[src/rtl/qrot_pkg.sv]
package qrot_pkg;

  // Sign applied to the second product of a rotation lane
  typedef enum logic {
    ROT_ADD = 1'b0,
    ROT_SUB = 1'b1
  } rot_op_e;

  // Lane indices inside the rotator
  localparam int LANE_SIN = 0;
  localparam int LANE_COS = 1;
  localparam int NUM_LANES = 2;

endpackage

[src/rtl/qrot_rotmac.sv]
// One rotation lane: y = sat(round(a*b +/- c*d)), fixed point with FRAC fraction bits
module qrot_rotmac
  import qrot_pkg::*;
#(
  parameter int      DW   = 16,
  parameter int      FRAC = 14,
  parameter rot_op_e OP   = ROT_ADD
) (
  input  logic signed [DW-1:0] a,
  input  logic signed [DW-1:0] b,
  input  logic signed [DW-1:0] c,
  input  logic signed [DW-1:0] d,
  output logic signed [DW-1:0] y
);

  localparam int PW = 2 * DW;
  localparam int SW = PW + 1;
  localparam logic signed [SW-1:0] HALF = SW'(1) << (FRAC - 1);
  localparam logic signed [SW-1:0] MAXV = {{(SW-DW+1){1'b0}}, {(DW-1){1'b1}}};
  localparam logic signed [SW-1:0] MINV = {{(SW-DW+1){1'b1}}, {(DW-1){1'b0}}};

  logic signed [PW-1:0] prod_ab;
  logic signed [PW-1:0] prod_cd;
  logic signed [SW-1:0] ext_ab;
  logic signed [SW-1:0] ext_cd;
  logic signed [SW-1:0] acc;
  logic signed [SW-1:0] rounded;
  logic signed [SW-1:0] scaled;

  always_comb begin
    prod_ab = a * b;
    prod_cd = c * d;
    ext_ab  = {prod_ab[PW-1], prod_ab};
    ext_cd  = {prod_cd[PW-1], prod_cd};
  end

  generate
    if (OP == ROT_ADD) begin : g_add
      always_comb acc = ext_ab + ext_cd;
    end else begin : g_sub
      always_comb acc = ext_ab - ext_cd;
    end
  endgenerate

  always_comb begin
    rounded = acc + HALF;
    scaled  = rounded >>> FRAC;
    if (scaled > MAXV) begin
      y = MAXV[DW-1:0];
    end else if (scaled < MINV) begin
      y = MINV[DW-1:0];
    end else begin
      y = scaled[DW-1:0];
    end
  end

endmodule

[src/rtl/qrot_rotator.sv]
// Rotates a (sin, cos) pair by the step angle given as (k_sin, k_cos)
module qrot_rotator
  import qrot_pkg::*;
#(
  parameter int DW   = 16,
  parameter int FRAC = 14
) (
  input  logic signed [DW-1:0] cur_sin,
  input  logic signed [DW-1:0] cur_cos,
  input  logic signed [DW-1:0] k_sin,
  input  logic signed [DW-1:0] k_cos,
  output logic signed [DW-1:0] nxt_sin,
  output logic signed [DW-1:0] nxt_cos
);

  logic signed [DW-1:0] lane_a [NUM_LANES];
  logic signed [DW-1:0] lane_c [NUM_LANES];
  logic signed [DW-1:0] lane_y [NUM_LANES];

  // sin' = sin*kc + cos*ks ; cos' = cos*kc - sin*ks
  always_comb begin
    lane_a[LANE_SIN] = cur_sin;
    lane_c[LANE_SIN] = cur_cos;
    lane_a[LANE_COS] = cur_cos;
    lane_c[LANE_COS] = cur_sin;
  end

  genvar g;
  generate
    for (g = 0; g < NUM_LANES; g++) begin : g_lane
      localparam rot_op_e LOP = (g == LANE_COS) ? ROT_SUB : ROT_ADD;
      qrot_rotmac #(
        .DW  (DW),
        .FRAC(FRAC),
        .OP  (LOP)
      ) u_mac (
        .a(lane_a[g]),
        .b(k_cos),
        .c(lane_c[g]),
        .d(k_sin),
        .y(lane_y[g])
      );
    end
  endgenerate

  assign nxt_sin = lane_y[LANE_SIN];
  assign nxt_cos = lane_y[LANE_COS];

endmodule

[src/rtl/qrot_osc.sv]
// Quadrature rotation oscillator: state register plus one rotation per enabled clock
module qrot_osc #(
  parameter int DW   = 16,
  parameter int FRAC = 14
) (
  input  logic                 clk,
  input  logic                 rst,
  input  logic                 en,
  input  logic                 load,
  input  logic signed [DW-1:0] ld_sin,
  input  logic signed [DW-1:0] ld_cos,
  input  logic signed [DW-1:0] k_sin,
  input  logic signed [DW-1:0] k_cos,
  output logic signed [DW-1:0] sin_out,
  output logic signed [DW-1:0] cos_out,
  output logic                 out_valid
);

  localparam logic signed [DW-1:0] UNIT = DW'(1) << FRAC;

  logic signed [DW-1:0] nxt_sin;
  logic signed [DW-1:0] nxt_cos;

  qrot_rotator #(
    .DW  (DW),
    .FRAC(FRAC)
  ) u_rot (
    .cur_sin(sin_out),
    .cur_cos(cos_out),
    .k_sin  (k_sin),
    .k_cos  (k_cos),
    .nxt_sin(nxt_sin),
    .nxt_cos(nxt_cos)
  );

  always_ff @(posedge clk) begin
    if (rst) begin
      sin_out   <= '0;
      cos_out   <= UNIT;
      out_valid <= 1'b0;
    end else if (load) begin
      sin_out   <= ld_sin;
      cos_out   <= ld_cos;
      out_valid <= 1'b0;
    end else begin
      if (en) begin
        sin_out <= nxt_sin;
        cos_out <= nxt_cos;
      end
      out_valid <= en;
    end
  end

  // Checks
  logic rst_seen;
  always_ff @(posedge clk) rst_seen <= rst;


  reset_state_chk: assert property (@(posedge clk) disable iff (rst)
    rst_seen |-> (sin_out == '0 && cos_out == UNIT && !out_valid));


  rotate_step_chk: assert property (@(posedge clk) disable iff (rst)
    (en && !load) |=> (sin_out == $past(nxt_sin) && cos_out == $past(nxt_cos)));


  hold_state_chk: assert property (@(posedge clk) disable iff (rst)
    (!en && !load) |=> ($stable(sin_out) && $stable(cos_out) && !out_valid));


  valid_flag_chk: assert property (@(posedge clk) disable iff (rst)
    (en && !load) |=> out_valid);


  load_path_chk: assert property (@(posedge clk) disable iff (rst)
    load |=> (sin_out == $past(ld_sin) && cos_out == $past(ld_cos) && !out_valid));

endmodule

[config.mk]
export PLATFORM = sky130hd
export DESIGN_NAME = qrot_osc
export DESIGN_NICKNAME = d
export VERILOG_FILES = /design/src/rtl/qrot_pkg.sv /design/src/rtl/qrot_rotmac.sv /design/src/rtl/qrot_rotator.sv /design/src/rtl/qrot_osc.sv
export SDC_FILE = /design/constraint.sdc
export NUM_CORES = 2
export LEC_CHECK = 0
export ABC_AREA = 1
export CORE_UTILIZATION = 60
export CTS_CLUSTER_SIZE = 20
export DETAILED_ROUTE_END_ITERATION = 8
export HOLD_SLACK_MARGIN = 0.05
export PLACE_DENSITY_LB_ADDON = 0.2
export SYNTH_ARGS = -nofsm -noshare
export SYNTH_HDL_FRONTEND = slang
export SYNTH_SLANG_ARGS = --single-unit
[constraint.sdc]
create_clock -name clk -period 12.1 [get_ports clk]
set_input_delay 2.42 -clock clk [delete_from_list [all_inputs] [get_ports clk]]
set_output_delay 2.42 -clock clk [all_outputs]
set_load 0.05 [all_outputs]
# ---- Word level (Yosys, flattened, before mapping)
# Cells that the tools add are included.
dict set report totals {
  mem_bits_rw 0
  n_memories 0
  wordCells 25
  mem_bits_ro 0
  output_inout_bits 33
  regBits 33
  latch_bits 0
}
dict set report op_classes {
  reduce_logical 2
  div 0
  n_bitwise 0
  n_mux 8
  mul 4
  magnitude_cmp 4
  eq_ne 0
  shift 0
  n_addsub 4
}
# operator count
set ops {}
lappend ops {{$mul A16 B16 Y32} 4}
lappend ops {{$mux W16} 8}
lappend ops {{$add A33 B15 Y33 const B} 2}
lappend ops {{$gt A19 B16 Y1 const B} 2}
lappend ops {{$lt A19 B16 Y1 const B} 2}
lappend ops {{$add A32 B32 Y33} 1}
lappend ops {{$sub A32 B32 Y33} 1}
lappend ops {{$reduce_bool A2 Y1} 1}
lappend ops {{$reduce_or A2 Y1} 1}

# ---- Longest topological paths before layout
dict set report depth {
  ltp_word 8
  ltp_mapped 38
  ltp_nobuf 36
}

# ---- Modules after synthesis
# Synthesis repeated with hierarchy kept, for this count alone.
dict set report hier_totals {
  hier_cells 5657
  area_unflattened_um2 44481.4
}
# mod seq_area_each_um2 instances cells_per_inst area_each_um2
set modules_own_cells {}
lappend modules_own_cells {{qrot_rotmac (u_rot.g_lane[1].u_mac)} 0.0 1 2776 21792.2}
lappend modules_own_cells {{qrot_rotmac (u_rot.g_lane[0].u_mac)} 0.0 1 2638 21106.5}
lappend modules_own_cells {qrot_osc 660.6 1 243 1582.8}

# ---- Worst setup path after synthesis
# OpenSTA, ideal clock, no wires.
dict set report synth_timing {
  kind {input port to flip-flop}
  startpoint {input port k_sin[1]}
  endpoint {register sin_out[10]}
  slack_ns 2.921
  setup_ns 0.122
  arrival_ns 9.057
  stages 29
  path_cell_list {clkbuf_1 -> nand2_1 -> fa_1 -> inv_1 -> fa_1 -> inv_1 -> fa_1 -> inv_1 -> fa_1 -> fa_1 -> fa_1 -> fa_1 -> inv_1 -> fa_1 -> inv_1 -> ha_1 -> a21oi_1 -> o21ai_0 -> nand2_1 -> o211ai_1 -> a21oi_1 -> nand2_1 -> nand2_1 -> nand2_1 -> nor2_1 -> nand2_1 -> a21oi_2 -> buf_6 -> a21oi_1}
}
dict set report synth_via {
  elab_chain_cells 8
  word_cells_on_any_way 9
  cone_classes {add/sub: 2; mul: 1; order compare: 2; mux: 4}
}
# element line
set synth_rtl {}
lappend synth_rtl {{from (decl)} qrot_osc.sv:12} ;# input logic signed [DW-1:0] k_sin,
lappend synth_rtl {{$mul A16 B16 Y32 *} qrot_rotmac.sv:32} ;# prod_cd = c * d;
lappend synth_rtl {{$add A32 B32 Y33 *} qrot_rotmac.sv:39} ;# always_comb acc = ext_ab + ext_cd;
lappend synth_rtl {{$add A33 B15 Y33 *} qrot_rotmac.sv:46} ;# rounded = acc + HALF;
lappend synth_rtl {{$lt A19 B16 Y1} qrot_rotmac.sv:50} ;# end else if (scaled < MINV) begin
lappend synth_rtl {{$mux W16} qrot_rotmac.sv:50}
lappend synth_rtl {{$mux W16 *} qrot_rotmac.sv:48} ;# if (scaled > MAXV) begin
lappend synth_rtl {{$mux W16 *} qrot_osc.sv:46} ;# if (en) begin
lappend synth_rtl {{$mux W16 *} qrot_osc.sv:41} ;# end else if (load) begin
lappend synth_rtl {{to (signal assigned)} qrot_osc.sv:42} ;# sin_out <= ld_sin;
lappend synth_rtl {{to (signal assigned)} qrot_osc.sv:47} ;# sin_out <= nxt_sin;
lappend synth_rtl {{to (decl)} qrot_osc.sv:14} ;# output logic signed [DW-1:0] sin_out,
# Every way passes the cells marked *; elsewhere a longest branch is shown, timed or not. The select of a mux whose other input is x is not followed.
# A chain may end at the register's enable or synchronous reset.

# ---- Worst setup path after layout
dict set report layout_timing {
  startpoint {input port k_sin[0]}
  endpoint {register sin_out[8]}
}
# Same word-level chain as after synthesis.

==> run summary <==
Worst-Skew Late Latency: 0.30 ns
RSZ-0062 raised after global routing: no
I/O pins: 101
Critical Path Slowest Stage Cell: clkdlybuf4s50_1
Initial antenna violation count: 0
Via Count: 32200
Crit path DAT: 10.94 ns
Die H: 271 µm
Seq/Total Area, Yosys: 0.0153
Max incr delay on CP: 0.88 ns
Violated checks: DRC
TNS Setup: 0 ns
Crit path launch: k_sin[0]
Number of DRC markers in iteration 0: 2254
Global-route usage over all layers: 0.331
Worst path bufs/invs: 6
Num CTS Buffers: 5
Hold Path Class: flip-flop to flip-flop
First-pass GRT wire length: 187 mm
Commonest cells after routing, fill and taps aside: 1905 x inv_1, 1269 x nand2_1, 1173 x fa_1
Tightest Pin Transition: 1.25 ns
First-pass detailed-route iteration total: 8
Final setup fails: 0
CP endpoint kind: flip-flop
Clk_skew: 0.00534 ns
CTS hold repair buffers: 0
Slew headroom: 0.163
Antenna Nets Post-Route: 0
Core area: 0.0714 mm²
Family with the most delay on the worst path: adder cells
Critical R2R Launch: cos_out[15]$_SDFFE_PP0P_
Number of H-tree levels: 2
CP Class: primary input to flip-flop
Grt ovf: 0
Synth area leaders: fa_1 54%, inv_1 17%, nand2_1 11%
Setup bufs post-CTS: 0
FP Rows: 98
CTS clk-pin slew, worst paths: 0.06 ns
Hold Fails Final Rpt: 0
Final nets: 6880
Max Clk Rate: 0.0928 GHz
DIE WIDTH: 271 µm
Final WL: 113 mm
Synth area leader: fa_1
DRC Markers: 2
Final Wtd Congestion: 0.936
Maxcap violations: 0
# resized after CTS: 0
Clock sinks: 33
Synth top area share: 0.543
Layout cells sized above 1: 0.0238
Layout area overhead: 4.93%
Routed WL per cell: 17.9 µm
Commonest non-fill, non-tap cell in the layout: inv_1
Critical Path RT: 12.26 ns
Syn avg cell area: 8.05 µm²
Root buf cell: clkbuf_16
Max Slew Vio Count: 0
CTS tree: built
Status: finished with violations
Port bufs: 100
Synth cell types: 40
Crit path top cell by count: fa_1
Multi-input gate area: 0.0346 mm²
Final HPWL DP: 91.0 mm
#FFs+latches synth: 33
Final-layout fill cell count: 6189
Register Area: 661 µm²
Worst hold start: sin_out[5]$_SDFFE_PP0P_
WHS: 0.580 ns
Max Buffers Root-to-Sink: 2
Yosys warning count: 0
Die area: 0.0732 mm²
Largest net degree at the start of global routing: 40
Initial core utilization: 0.606
Post-Syn Area: 0.0433 mm²
Syn Nets: 6916
Post-route clock period utilization: 0.891
Vias/cell: 5.11
Startpoint Class: primary input
Worst Path Max Fanout: 15
Vias in the first global route: 35100
N_diodes: 0
Post-Synthesis Cells: 5375
Tmin final: 10.78 ns
metrics by stage:
step | worst slack, ns | std cells | cell area, µm² | util
after global placement | 1.26 | 6282 | 45200 | 0.634
after floorplan | 2.92 | 5375 | 43300 | -
after detailed placement | 1.09 | 6282 | 45200 | 0.634
final | 1.32 | 6290 | 45400 | 0.636
after global routing | 0.835 | 6290 | 45400 | 0.636
after CTS | 1.41 | 6290 | 45400 | 0.636
cells by family after synthesis:
group	Yosys count	synth area share
AO/OA/AOI/OAI	185	0.0254
adder cells (fa/ha/maj)	1473	0.630
AND/OR/NAND/NOR	1496	0.134
XOR/XNOR	48	0.00972
flip-flops	33	0.0153
buffers and inverters	2140	0.186
Yosys cell counts (all sizes together):
cell    count
o31ai       1
a21o        7
inv      1907
nor2      128
or2        19
a21oi      96
a22oi       1
o221ai     25
o21bai      7
nand3b      1
clkbuf    225
dfxtp      33
and2        2
a21boi      2
o21a        4
ha        300
xor2       28
nand4       5
buf         8
and3        4
nor4        4
o211ai      3
nor3        9
nand3      54
o21ai      35
xnor2      20
fa       1173
a31oi       4
nand2    1270
layer usage:
| layer | GRT usage | vias to the layer above | part of all wire |
|---|---|---|---|
| li1 | - | 14600 | - |
| met1 | 0.446 | 16200 | 0.39 |
| met2 | 0.551 | 1222 | 0.48 |
| met3 | 0.0361 | 210 | 0.077 |
| met4 | 0.134 | 0 | 0.047 |
| met5 | 0 | - | 0 |
area by class of cell:
class                           instances  share of cell area
Timing Repair Buffer                  190              0.0370
Clock buffer                            7             0.00336
Inverter                             1907               0.158
Multi-Input combinational cell       3202               0.761
Sequential cell                        33              0.0146
Tap cell                              950              0.0262
Clock inverter                          1            0.000110
path summary, 6_finish.rpt:
check,endpoint,slack (ns),cells past startpoint
setup / recovery,sin_out[8]$_SDFFE_PP0P_,1.32,28
hold / removal,sin_out[5]$_SDFFE_PP0P_,0.58,2
setup reg to reg,sin_out[8]$_SDFFE_PP0P_,3.27,27
hold reg to reg,sin_out[5]$_SDFFE_PP0P_,0.58,2
flip-flops by register name, indices dropped and copies added, names as in the netlist:
signal,count
cos_out,16
sin_out,16
out_valid,1
worst register-to-register path, delay by kind of cell, from the launching register on:
kind,cells,cell delay [ns]
compound gates,5,1.51
fa+ha+maj,9,4.32
buf+inv,5,0.94
flops,1,0.99
simple gates,8,0.91
Power is not shown: default switching activity piles up to over one toggle a cycle in this logic, so the estimate is an artifact.
